$ cat config.mk
export PLATFORM = sky130hd
export DESIGN_NAME = bus_xcvr
export DESIGN_NICKNAME = d
export VERILOG_FILES = /design/src/rtl/xcvr_pkg.sv /design/src/rtl/xcvr_edge_det.sv /design/src/rtl/xcvr_lane.sv /design/src/rtl/bus_xcvr.sv
export SDC_FILE = /design/constraint.sdc
export NUM_CORES = 1
export LEC_CHECK = 0
export CORE_MARGIN = 3
export CORE_UTILIZATION = 50
export DETAILED_ROUTE_END_ITERATION = 10
export DONT_BUFFER_PORTS = 1
export PLACE_DENSITY_LB_ADDON = 0.05
export SLEW_MARGIN = 20
export SYNTH_ARGS = -nofsm -noshare
export SYNTH_HDL_FRONTEND = slang
export SYNTH_SLANG_ARGS = --single-unit
$ cat constraint.sdc
create_clock -name clk -period 1.9 [get_ports clk]
set_input_delay 0.57 -clock clk [delete_from_list [all_inputs] [get_ports clk]]
set_output_delay 0.57 -clock clk [all_outputs]
set_load 0.02 [all_outputs]
$ cat src/rtl/xcvr_pkg.sv
package xcvr_pkg;

    typedef enum logic [1:0] {
        MODE_PASS = 2'd0,
        MODE_HOLD = 2'd1,
        MODE_LOAD = 2'd2
    } xcvr_mode_e;

    // Pass enable outranks an edge load; otherwise hold.
    function automatic xcvr_mode_e pick_mode(input logic pass_en, input logic load);
        if (pass_en)
            return MODE_PASS;
        else if (load)
            return MODE_LOAD;
        else
            return MODE_HOLD;
    endfunction

endpackage

$ cat src/rtl/xcvr_edge_det.sv
module xcvr_edge_det (
    input  logic clk,
    input  logic rst,
    input  logic tclk,
    input  logic ce_n,
    output logic load
);
    typedef struct packed {
        logic prev;
    } edge_state_t;

    edge_state_t st_d, st_q;

    always_comb begin
        st_d      = st_q;
        st_d.prev = tclk;
        if (rst)
            st_d.prev = 1'b0;
    end

    always_ff @(posedge clk) begin
        st_q <= st_d;
    end

    assign load = tclk & ~st_q.prev & ~ce_n;

endmodule

$ cat src/rtl/xcvr_lane.sv
module xcvr_lane #(
    parameter int WIDTH = 18
) (
    input  logic             clk,
    input  logic             rst,
    input  logic [WIDTH-1:0] din,
    input  logic             pass_en,
    input  logic             tclk,
    input  logic             ce_n,
    input  logic             oe_n,
    output logic [WIDTH-1:0] dout,
    output logic             doe
);
    import xcvr_pkg::*;

    typedef struct packed {
        logic [WIDTH-1:0] word;
    } lane_state_t;

    lane_state_t      st_d, st_q;
    logic             load;
    xcvr_mode_e       mode;
    logic [WIDTH-1:0] view;

    xcvr_edge_det u_edge (
        .clk  (clk),
        .rst  (rst),
        .tclk (tclk),
        .ce_n (ce_n),
        .load (load)
    );

    always_comb begin
        st_d = st_q;
        mode = pick_mode(pass_en, load);
        case (mode)
            MODE_PASS, MODE_LOAD: st_d.word = din;
            default:              st_d.word = st_q.word;
        endcase
        if (rst)
            st_d.word = '0;
    end

    always_ff @(posedge clk) begin
        st_q <= st_d;
    end

    always_comb begin
        view = (mode == MODE_PASS) ? din : st_q.word;
        dout = oe_n ? '0 : view;
        doe  = ~oe_n;
    end

endmodule

$ cat src/rtl/bus_xcvr.sv
module bus_xcvr #(
    parameter int WIDTH = 18
) (
    input  logic             clk,
    input  logic             rst,
    input  logic [WIDTH-1:0] a_in,
    output logic [WIDTH-1:0] a_out,
    output logic             a_oe,
    input  logic [WIDTH-1:0] b_in,
    output logic [WIDTH-1:0] b_out,
    output logic             b_oe,
    input  logic             ab_oe_n,
    input  logic             ab_le,
    input  logic             ab_clk,
    input  logic             ab_ce_n,
    input  logic             ba_oe_n,
    input  logic             ba_le,
    input  logic             ba_clk,
    input  logic             ba_ce_n
);
    localparam int NDIR = 2;

    logic [WIDTH-1:0] lane_in  [NDIR];
    logic [WIDTH-1:0] lane_out [NDIR];
    logic [NDIR-1:0]  lane_oe;
    logic [NDIR-1:0]  lane_pass, lane_tclk, lane_ce_n, lane_oe_n;

    // Index 0: A to B, index 1: B to A.
    assign lane_in[0] = a_in;
    assign lane_in[1] = b_in;
    assign lane_pass  = {ba_le,   ab_le};
    assign lane_tclk  = {ba_clk,  ab_clk};
    assign lane_ce_n  = {ba_ce_n, ab_ce_n};
    assign lane_oe_n  = {ba_oe_n, ab_oe_n};

    for (genvar g = 0; g < NDIR; g++) begin : g_lane
        xcvr_lane #(.WIDTH(WIDTH)) u_lane (
            .clk     (clk),
            .rst     (rst),
            .din     (lane_in[g]),
            .pass_en (lane_pass[g]),
            .tclk    (lane_tclk[g]),
            .ce_n    (lane_ce_n[g]),
            .oe_n    (lane_oe_n[g]),
            .dout    (lane_out[g]),
            .doe     (lane_oe[g])
        );
    end

    assign b_out = lane_out[0];
    assign b_oe  = lane_oe[0];
    assign a_out = lane_out[1];
    assign a_oe  = lane_oe[1];

endmodule

==> results of run 1 <==
[kinds of logic after synthesis]
logic type	count (synthesis)	share of synthesized area [%]
flops	38	33.6
buf+inv	22	6.92
simple gates	112	26.8
mux	72	31.9
compound gates	2	0.775
[power by group]
part / switching [mW] / internal, mW
logic: 0.153 / 0.130
clock network: 0.247 / 0.252
registers: 0.0277 / 0.854
[layout by cell type (no fill, tap or decap)]
master and count:
sky130_fd_sc_hd__buf_4 2, sky130_fd_sc_hd__mux2i_1 72, sky130_fd_sc_hd__clkbuf_8 5, sky130_fd_sc_hd__a21oi_2 2, sky130_fd_sc_hd__nor2b_1 2, sky130_fd_sc_hd__nor2_1 38, sky130_fd_sc_hd__nand2b_1 72, sky130_fd_sc_hd__clkbuf_1 2
sky130_fd_sc_hd__dfxtp_1 38, sky130_fd_sc_hd__inv_1 2
[layer usage]
layer / track usage, % / up-vias / routed length, um
met2: 27.7 / 52 / 2090
met3: 6.75 / 2 / 398
li1: - / 773 / -
met5: 0 / - / 0
met4: 4.92 / 0 / 24
met1: 18.7 / 699 / 1740
[Yosys cell counts, drive strengths merged]
cell type and n:
a21oi 2, buf 13, clkbuf 7, dfxtp 38, inv 2, mux2i 72
nand2b 72, nor2 38, nor2b 2
[through the flow]
| stage | setup WS [ns] | instance area, um2 |
|---|---|---|
| 2_1_floorplan | 0.0405 | 2260 |
| 3_3_place_gp | 0.325 | 2190 |
| 3_5_place_dp | 0.323 | 2190 |
| 4_1_cts | 0.298 | 2270 |
| 5_1_grt | 0.231 | 2270 |
| 6_report | 0.320 | 2270 |
[final cells by class]
| class | instances | area share (%) |
|---|---|---|
| multi-input combinational | 186 | 59.3 |
| inverter | 2 | 0.331 |
| tap | 50 | 2.76 |
| clock buffer | 7 | 3.37 |
| timing repair buffer | 2 | 0.663 |
| sequential | 38 | 33.6 |
[sequential cells by signal (all words and copies together) (netlist names)]
register,cells
g_lane.u_lane.st_q,36
g_lane.u_lane.u_edge.st_q,2
[worst max-delay path: cells and delay by family, from the launching register on]
family / cells / cell delay, ns
DFF: 1 / 0.35
and+or+nand+nor: 1 / 0.31
muxes: 1 / 0.08
[worst max path at each step]
stage	start	to	slack (ns)	cells after the start
2_1_floorplan	ba_le	a_out[10]	0.04	4
3_3_place_gp	ba_le	a_out[17]	0.32	2
3_5_place_dp	ab_le	b_out[4]	0.32	2
4_1_cts	g_lane[1].u_lane.st_q[2]	a_out[2]	0.30	2
5_1_grt	g_lane[0].u_lane.st_q[4]	b_out[4]	0.23	2
6_report	g_lane[1].u_lane.st_q[2]	a_out[2]	0.32	2
==> results.cfg, run 1 <==
[sta]
finClkSkew_ns = 0.00164
fin_setup_tns_ns = 0
period_share_pct = 83.1
finalSetupViolations = 0
max_slew_margin_pct = 72.7
period_needed_ns = 1.58
fin_hold_ws_ns = 0.377
hold_violations = 0
fmax_ghz = 0.633
grt_setup_unrepaired = no
worstMarginPinSlew_ns = 0.408
final-max-slew-violation-count = 0

[place]
dp_hpwl_um = 3070
port_buffers = 0
placed_cells_incl_taps = 278
gp_congestion = 0.731

[die]
core_area_um2 = 4170
die_outline_height_um = 73.2
floorplan.rows = 23
chipWidth_um = 73.2
start_util_pct = 54.2
io_pins = 84
die_area_um2 = 5360

[clock_network]
clock_path_buffers = 2
hold_fix_buffers_at_cts = 0
tritoncts = yes
cts.sink_count = 38
cts_bufs_inserted = 5
root_buffer = sky130_fd_sc_hd__clkbuf_8
clkTransAtPathRegs_ns = 0.07
insertion_delay_ns = 0.28
cts_resized = 0
post-cts-setup-buffers = 0
cts.htree.levels = 2

[final_layout]
antenna-diode-count = 0
fillerInstances = 396
sequential_cell_area_um2 = 761
nets = 281
final_cell_count_no_fill = 285
multi_input_gate_area_um2 = 1340
drive_above_1_share_pct = 3.83
finish.utilization_pct = 54.3
syn2layout_area_growth_pct = 0.221

[critical_path]
worst-setup-path-type = reg -> out
worstPathCellList = mux2i_1 > nor2_1
worst_r2r_endpoint = g_lane[0].u_lane.st_q[15]
cpPeakStageDelay_ns = 0.35
rr_worst_depth = 4
timing.critical_path.to_type = output port
ff2ff_setup_slack_ns = 0.77
timing.critical_path.from_type = flop
worstPathRequired_ns = 1.33
critical-path-slowest-cell = sky130_fd_sc_hd__dfxtp_1
r2r-start = g_lane[0].u_lane.u_edge.st_q
critical_path_arrival_ns = 1.01
critical_path.max_fanout = 2

[grt]
grt_max_degree = 75
first_global_vias = 1591
grt_usage_pct = 16.4
grt_first_pass_wirelength_um = 6840
globalRoute.totalOverflow = 0
number_of_antenna_violations_at_the_first_check_in_global_routing = 0

[routing]
routed_via_density = 5.35
route.detailed.drc = 0
drt_pre_antenna_iters = 3
num_vias = 1526
wl_um = 4260
initialDrtViolationCount = 33
drt-wirelength-per-cell_um = 14.9
ant_nets = 0

[hold_path]
min_delay_startpoint = rst
worstHoldEndpoint = g_lane[1].u_lane.u_edge.st_q
worstHoldPathType = in -> reg
hold_path_depth = 1

[synth]
post_synth_instance_area_um2 = 2260
netlist_top_cells_area = sky130_fd_sc_hd__dfxtp_1 (34%), sky130_fd_sc_hd__mux2i_1 (32%), sky130_fd_sc_hd__nand2b_1 (20%)
yosys_register_bits = 38
synthesis.instances = 246
syn_nets = 292
synthDistinctLibCells = 13
post_synth.cell_area_avg_um2 = 9.19
synth-seq-area-share_pct = 33.6
cell_type_with_the_highest_aggregate_area_in_the_netlist = sky130_fd_sc_hd__dfxtp_1
yosysWarningCount = 0
synth_largest_type_area_fraction_pct = 33.6

[power]
p_leak_nw = 0.988
power_density_nw_per_um2 = 734
power.ir.vdd_worst_uv = 500
totalPowerFinal_mw = 1.66

[status]
run_status = completed

[flow_run]
cap_violations = 0
No activity file was read; power rests on OpenSTA's default activity.
==> inputs of run 2 (changes only) <==
--- a/config.mk
+++ b/config.mk
@@ -5,6 +5,7 @@
 export SDC_FILE = /design/constraint.sdc
 export NUM_CORES = 1
 export LEC_CHECK = 0
+export ABC_AREA = 1
 export CORE_MARGIN = 3
 export CORE_UTILIZATION = 50
 export DETAILED_ROUTE_END_ITERATION = 10
==> constraint.sdc (replaced) <==
create_clock -name clk -period 1.6 [get_ports clk]
set_input_delay 0.48 -clock clk [delete_from_list [all_inputs] [get_ports clk]]
set_output_delay 0.48 -clock clk [all_outputs]
set_load 0.02 [all_outputs]
==> results.cfg, run 2 <==
[synth]
synthDistinctLibCells = 17
ys_top_cells_by_count = sky130_fd_sc_hd__nor2_1 (108), sky130_fd_sc_hd__nand2_1 (71), sky130_fd_sc_hd__dfxtp_1 (38)
yosys_register_bits = 38
cell_with_the_most_instances_after_synthesis = sky130_fd_sc_hd__nor2_1
yosysWarningCount = 0
synth_edf_count = 0
cell_type_with_the_highest_aggregate_area_in_the_netlist = sky130_fd_sc_hd__dfxtp_1
netlist_top_cells_area = sky130_fd_sc_hd__dfxtp_1 (36%), sky130_fd_sc_hd__nor2_1 (19%), sky130_fd_sc_hd__nand2_1 (13%)
synth_largest_type_area_fraction_pct = 35.7
synth-seq-area-share_pct = 35.7
async_set_or_reset_register_ratio_after_synthesis_pct = 0
post_synth.cell_area_avg_um2 = 6.53
synthesis.instances = 326
dominantRegCellSynth = sky130_fd_sc_hd__dfxtp_1
post_synth_instance_area_um2 = 2130
syn_nets = 372

[die]
die_area_um2 = 5080
start_util_pct = 52.5
io_pins = 84
die_outline_height_um = 71.3
floorplan.rows = 23
chipWidth_um = 71.3
core_area_um2 = 4060

[routing]
wl_um = 4510
num_vias = 1949
routed_via_density = 5.17
drt_pre_antenna_iters = 4
route.detailed.drc = 0
ant_nets = 0
drt-wirelength-per-cell_um = 12.0
initialDrtViolationCount = 89

[sta]
period_share_pct = 96.5
grt_setup_unrepaired = yes
hold_violations = 0
period_needed_ns = 1.54
final-max-slew-violation-count = 0
fin_setup_tns_ns = 0
finalSetupViolations = 0
worstMarginPinSlew_ns = 0.486
fmax_ghz = 0.647
finClkSkew_ns = 0.00465
fin_hold_ws_ns = 0.250
max_slew_margin_pct = 67.6

[final_layout]
stdcell_area_um2 = 2360
drive_above_1_share_pct = 22.9
syn2layout_area_growth_pct = 10.9
antenna-diode-count = 0
fillerInstances = 416
nets = 372
layout_commonest_cell = sky130_fd_sc_hd__nor2_1
largest_reg_flops = 36
most-common-layout-cells = sky130_fd_sc_hd__nor2_1 (79), sky130_fd_sc_hd__nand2_1 (71), sky130_fd_sc_hd__dfxtp_1 (38)
layout_top_registers = g_lane.u_lane.st_q (36), g_lane.u_lane.u_edge.st_q (2)
registers.top_by_ff_count = g_lane.u_lane.st_q

[clock_network]
cts.htree.levels = 2
hold_fix_buffers_at_cts = 0
clkTransAtPathRegs_ns = 0.07
cts_bufs_inserted = 5
clock_path_buffers = 2
cts.sink_count = 38
tritoncts = yes
post-cts-setup-buffers = 0
root_buffer = sky130_fd_sc_hd__clkbuf_8
insertion_delay_ns = 0.29

[place]
gp_congestion = 0.730
area_of_placed_instances_um2 = 2270
dp_hpwl_um = 3060
port_buffers = 0

[grt]
first_global_vias = 1731
globalRoute.totalOverflow = 0
grt_usage_pct = 18.1
grt_max_degree = 37
grt_first_pass_wirelength_um = 7570
number_of_antenna_violations_at_the_first_check_in_global_routing = 0

[critical_path]
timing.critical_path.from_type = input port
critical_path_arrival_ns = 1.06
timing.critical_path.to_type = output port
critical-path-slowest-cell = sky130_fd_sc_hd__nor2_2
critical_path.max_fanout = 20
worstPathRequired_ns = 1.12
worst-setup-path-type = in -> out
worstPathCellList = inv_2 > buf_12 > o21ai_0 > nor2_2
cpPeakStageDelay_ns = 0.23

[power]
power_density_nw_per_um2 = 940
power.ir.vdd_worst_uv = 505
p_leak_nw = 1.05

[flow_run]
cap_violations = 0

[hold_path]
worstHoldPathType = in -> reg

[status]
run_status = completed
run 2: cell count changes after synthesis, sizes merged, moves of 2 or more:
cell and change:
mux2i -72, nand2 +71, nand2b -72, clkbuf -7
inv +8, o21ai +36, a21oi +35, buf +9
nor2 +70, nor2b -2, nand3 +2
run 2: worst max-delay path: cells and delay by family:
kind / cells / cell delay (ns)
buf+inv: 2 / 0.25
simple gates: 1 / 0.23
compound gates: 1 / 0.10
run 2: timing repair:
item,CTS,global route
setup endpoints to repair,0,19
endpoints found under the hold margin,0,0
resized for setup,0,2
run 2: power by group:
group          total (mW)  internal [mW]  switching, mW
clock               0.679          0.348          0.332
sequential           1.04           1.02         0.0166
combinational       0.505          0.172          0.333
run 2: logic make-up after synthesis:
| kind of cell | count (synthesis) | share of synthesized area, % |
|---|---|---|
| and+or+nand+nor | 182 | 33.5 |
| AOI/OAI and AO/OA | 73 | 20.2 |
| DFF | 38 | 35.7 |
| buffers and inverters | 33 | 10.6 |
run 2: per-stage QoR:
step	worst slack, ns	util [%]	cells	total power, mW
finish	0.0555	58.2	377	2.22
global route	-0.00805	58.2	377	2.35
CTS	0.0274	58.1	377	2.24
detailed placement	0.0254	55.9	369	1.57
global placement	0.0446	55.9	369	1.56
floorplan	-0.0295	-	326	1.52
run 2: path summary, 6_finish.rpt:
kind | depth (start not counted) | slack, ns | start | endpoint
worst max-delay path | 4 | 0.06 | ba_le | a_out[2]
worst min-delay path | 1 | 0.25 | rst | g_lane[1].u_lane.u_edge.st_q
worst max register to register | 4 | 0.40 | g_lane[1].u_lane.u_edge.st_q | g_lane[1].u_lane.st_q[16]
worst min register to register | 4 | 0.57 | g_lane[1].u_lane.st_q[16] | g_lane[1].u_lane.st_q[16]
run 2: per-layer routing:
layer | up-vias | share of wire [%] | track usage, %
met4 | 0 | 1.0 | 5.22
met2 | 62 | 48 | 30.6
li1 | 1027 | - | -
met1 | 855 | 42 | 21.5
met5 | - | 0 | 0
met3 | 5 | 9.4 | 6.73
run 2: cell type report:
cell class | instances | area, um2 | area share, %
repair buffers | 15 | 163 | 6.89
flip-flops and latches | 38 | 761 | 32.2
multi-input cells | 255 | 1240 | 52.4
inverters | 11 | 46.3 | 1.96
well taps | 50 | 62.6 | 2.65
clock inverters | 1 | 5.00 | 0.212
clock buffers | 7 | 86.3 | 3.66
==> inputs of run 3 (changes only) <==
--- a/config.mk
+++ b/config.mk
@@ -11,6 +11,7 @@
 export DETAILED_ROUTE_END_ITERATION = 10
 export DONT_BUFFER_PORTS = 1
 export PLACE_DENSITY_LB_ADDON = 0.05
+export REMOVE_ABC_BUFFERS = 1
 export SLEW_MARGIN = 20
 export SYNTH_ARGS = -nofsm -noshare
 export SYNTH_HDL_FRONTEND = slang
==> results.cfg, run 3 (synthesis results as in run 2) <==
[status]
run_status = completed

[place]
area_of_placed_instances_um2 = 2460
gp_congestion = 0.782
port_buffers = 0
dp_hpwl_um = 3310
placed_cells_incl_taps = 403

[critical_path]
critical_path.max_fanout = 20
critical-path-slowest-cell = sky130_fd_sc_hd__buf_4
worstPathRequired_ns = 1.12
critPathBufInv = 3
worstPathCellList = inv_2 > buf_12 > o21ai_0 > a21oi_1 > buf_4
worst-setup-path-type = in -> out
cpPeakStageDelay_ns = 0.16
timing.critical_path.to_type = output port
critical_path_arrival_ns = 1.09
timing.critical_path.from_type = input port
critical-path-top-delay-family = buffers and inverters

[final_layout]
fillerInstances = 390
stdcell_area_um2 = 2560
layout_top_registers = g_lane.u_lane.st_q (36), g_lane.u_lane.u_edge.st_q (2)
syn2layout_area_growth_pct = 20.3
registers.top_by_ff_count = g_lane.u_lane.st_q
nets = 406
most-common-layout-cells = sky130_fd_sc_hd__nor2_1 (108), sky130_fd_sc_hd__nand2_1 (71), sky130_fd_sc_hd__buf_4 (40)
final_cell_count_no_fill = 409
antenna-diode-count = 0
drive_above_1_share_pct = 21.4
layout_commonest_cell = sky130_fd_sc_hd__nor2_1
largest_reg_flops = 36

[grt]
first_global_vias = 1846
globalRoute.totalOverflow = 0
grt_max_degree = 37
number_of_antenna_violations_at_the_first_check_in_global_routing = 0
grt_usage_pct = 18.7
grt_first_pass_wirelength_um = 7760

[routing]
drt-wirelength-per-cell_um = 11.7
routed-wl-met3_um = 315
initialDrtViolationCount = 122
total_length_of_routed_met2_wires_um = 2290
routed_via_density = 4.98
route.detailed.drc = 0
highest_layer = met4
num_vias = 2035
drt_pre_antenna_iters = 4
wl_um = 4800
met1_length_um = 2170
ant_nets = 0

[clock_network]
post-cts-setup-buffers = 0
insertion_delay_ns = 0.28
root_buffer = sky130_fd_sc_hd__clkbuf_8
cts.sink_count = 38
hold_fix_buffers_at_cts = 0
clkTransAtPathRegs_ns = 0.07
cts.htree.levels = 2
clock_path_buffers = 2
cts_resized = 0
cts_bufs_inserted = 5
tritoncts = yes

[die]
chipWidth_um = 71.3
die_outline_height_um = 71.3
core_area_um2 = 4060
die_area_um2 = 5080
start_util_pct = 52.5
io_pins = 84
floorplan.rows = 23

[sta]
fmax_ghz = 0.639
fin_setup_tns_ns = 0
worstMarginPinSlew_ns = 0.384
period_share_pct = 97.9
finClkSkew_ns = 0.00247
grt_setup_unrepaired = yes
max_slew_margin_pct = 74.4
final-max-slew-violation-count = 0
period_needed_ns = 1.57
hold_violations = 0
fin_hold_ws_ns = 0.257
finalSetupViolations = 0

[flow_run]
cap_violations = 0

[power]
p_leak_nw = 1.23
power.ir.vdd_worst_uv = 452
power_density_nw_per_um2 = 882

[hold_path]
worstHoldPathType = in -> reg
run 3: cell count changes in the layout (fill, tap and decap cells not counted), sizes merged:
cell | before | now
inv | 10 | 9
clkinv | 2 | 1
buf | 15 | 49
clkbuf | 7 | 6
clkinvlp | 0 | 1
run 3: where the power goes:
part	leakage [nW]	internal [mW]	total, mW	switching, mW
clock	0.0431	0.333	0.654	0.322
combinational	0.869	0.242	0.567	0.325
sequential	0.317	1.02	1.04	0.0182
total	1.23	1.59	2.26	0.665
run 3: worst register-to-register path: stages, from the launching register on:
cell	delay (ns)
sky130_fd_sc_hd__dfxtp_1	0.31
sky130_fd_sc_hd__nand3b_4	0.39
sky130_fd_sc_hd__a21oi_1	0.26
sky130_fd_sc_hd__nor2_1	0.05
run 3: area by class of cell:
class / instances / area, um2 / area share (%)
inverter: 11 / 45.0 / 1.76
timing repair buffer: 49 / 467 / 18.2
sequential: 38 / 761 / 29.7
multi-input combinational: 255 / 1140 / 44.7
tap: 50 / 62.6 / 2.44
clock buffer: 6 / 82.6 / 3.22
run 3: stage by stage:
| step | power (mW) | util (%) | worst slack (ns) |
|---|---|---|---|
| floorplan | 1.42 | - | -0.282 |
| global placement | 1.62 | 60.7 | 0.0325 |
| detailed placement | 1.63 | 60.7 | 0.0197 |
| CTS | 2.29 | 62.8 | 0.0218 |
| global route | 2.39 | 63.1 | -0.0115 |
| finish | 2.26 | 63.1 | 0.0341 |
run 3: worst paths after layout:
| path | from | end | slack (ns) | cells past startpoint |
|---|---|---|---|---|
| worst max-delay path | ba_le | a_out[16] | 0.03 | 5 |
| worst min-delay path | rst | g_lane[0].u_lane.u_edge.st_q | 0.26 | 1 |
| worst max register to register | g_lane[0].u_lane.u_edge.st_q | g_lane[0].u_lane.st_q[1] | 0.49 | 3 |
| worst min register to register | g_lane[1].u_lane.st_q[16] | g_lane[1].u_lane.st_q[16] | 0.55 | 4 |
run 3: per-layer routing:
metal	vias to the layer above	GRT usage [%]
met4	0	5.22
met2	47	32.0
met5	-	0
met1	883	22.9
li1	1103	-
met3	2	5.33
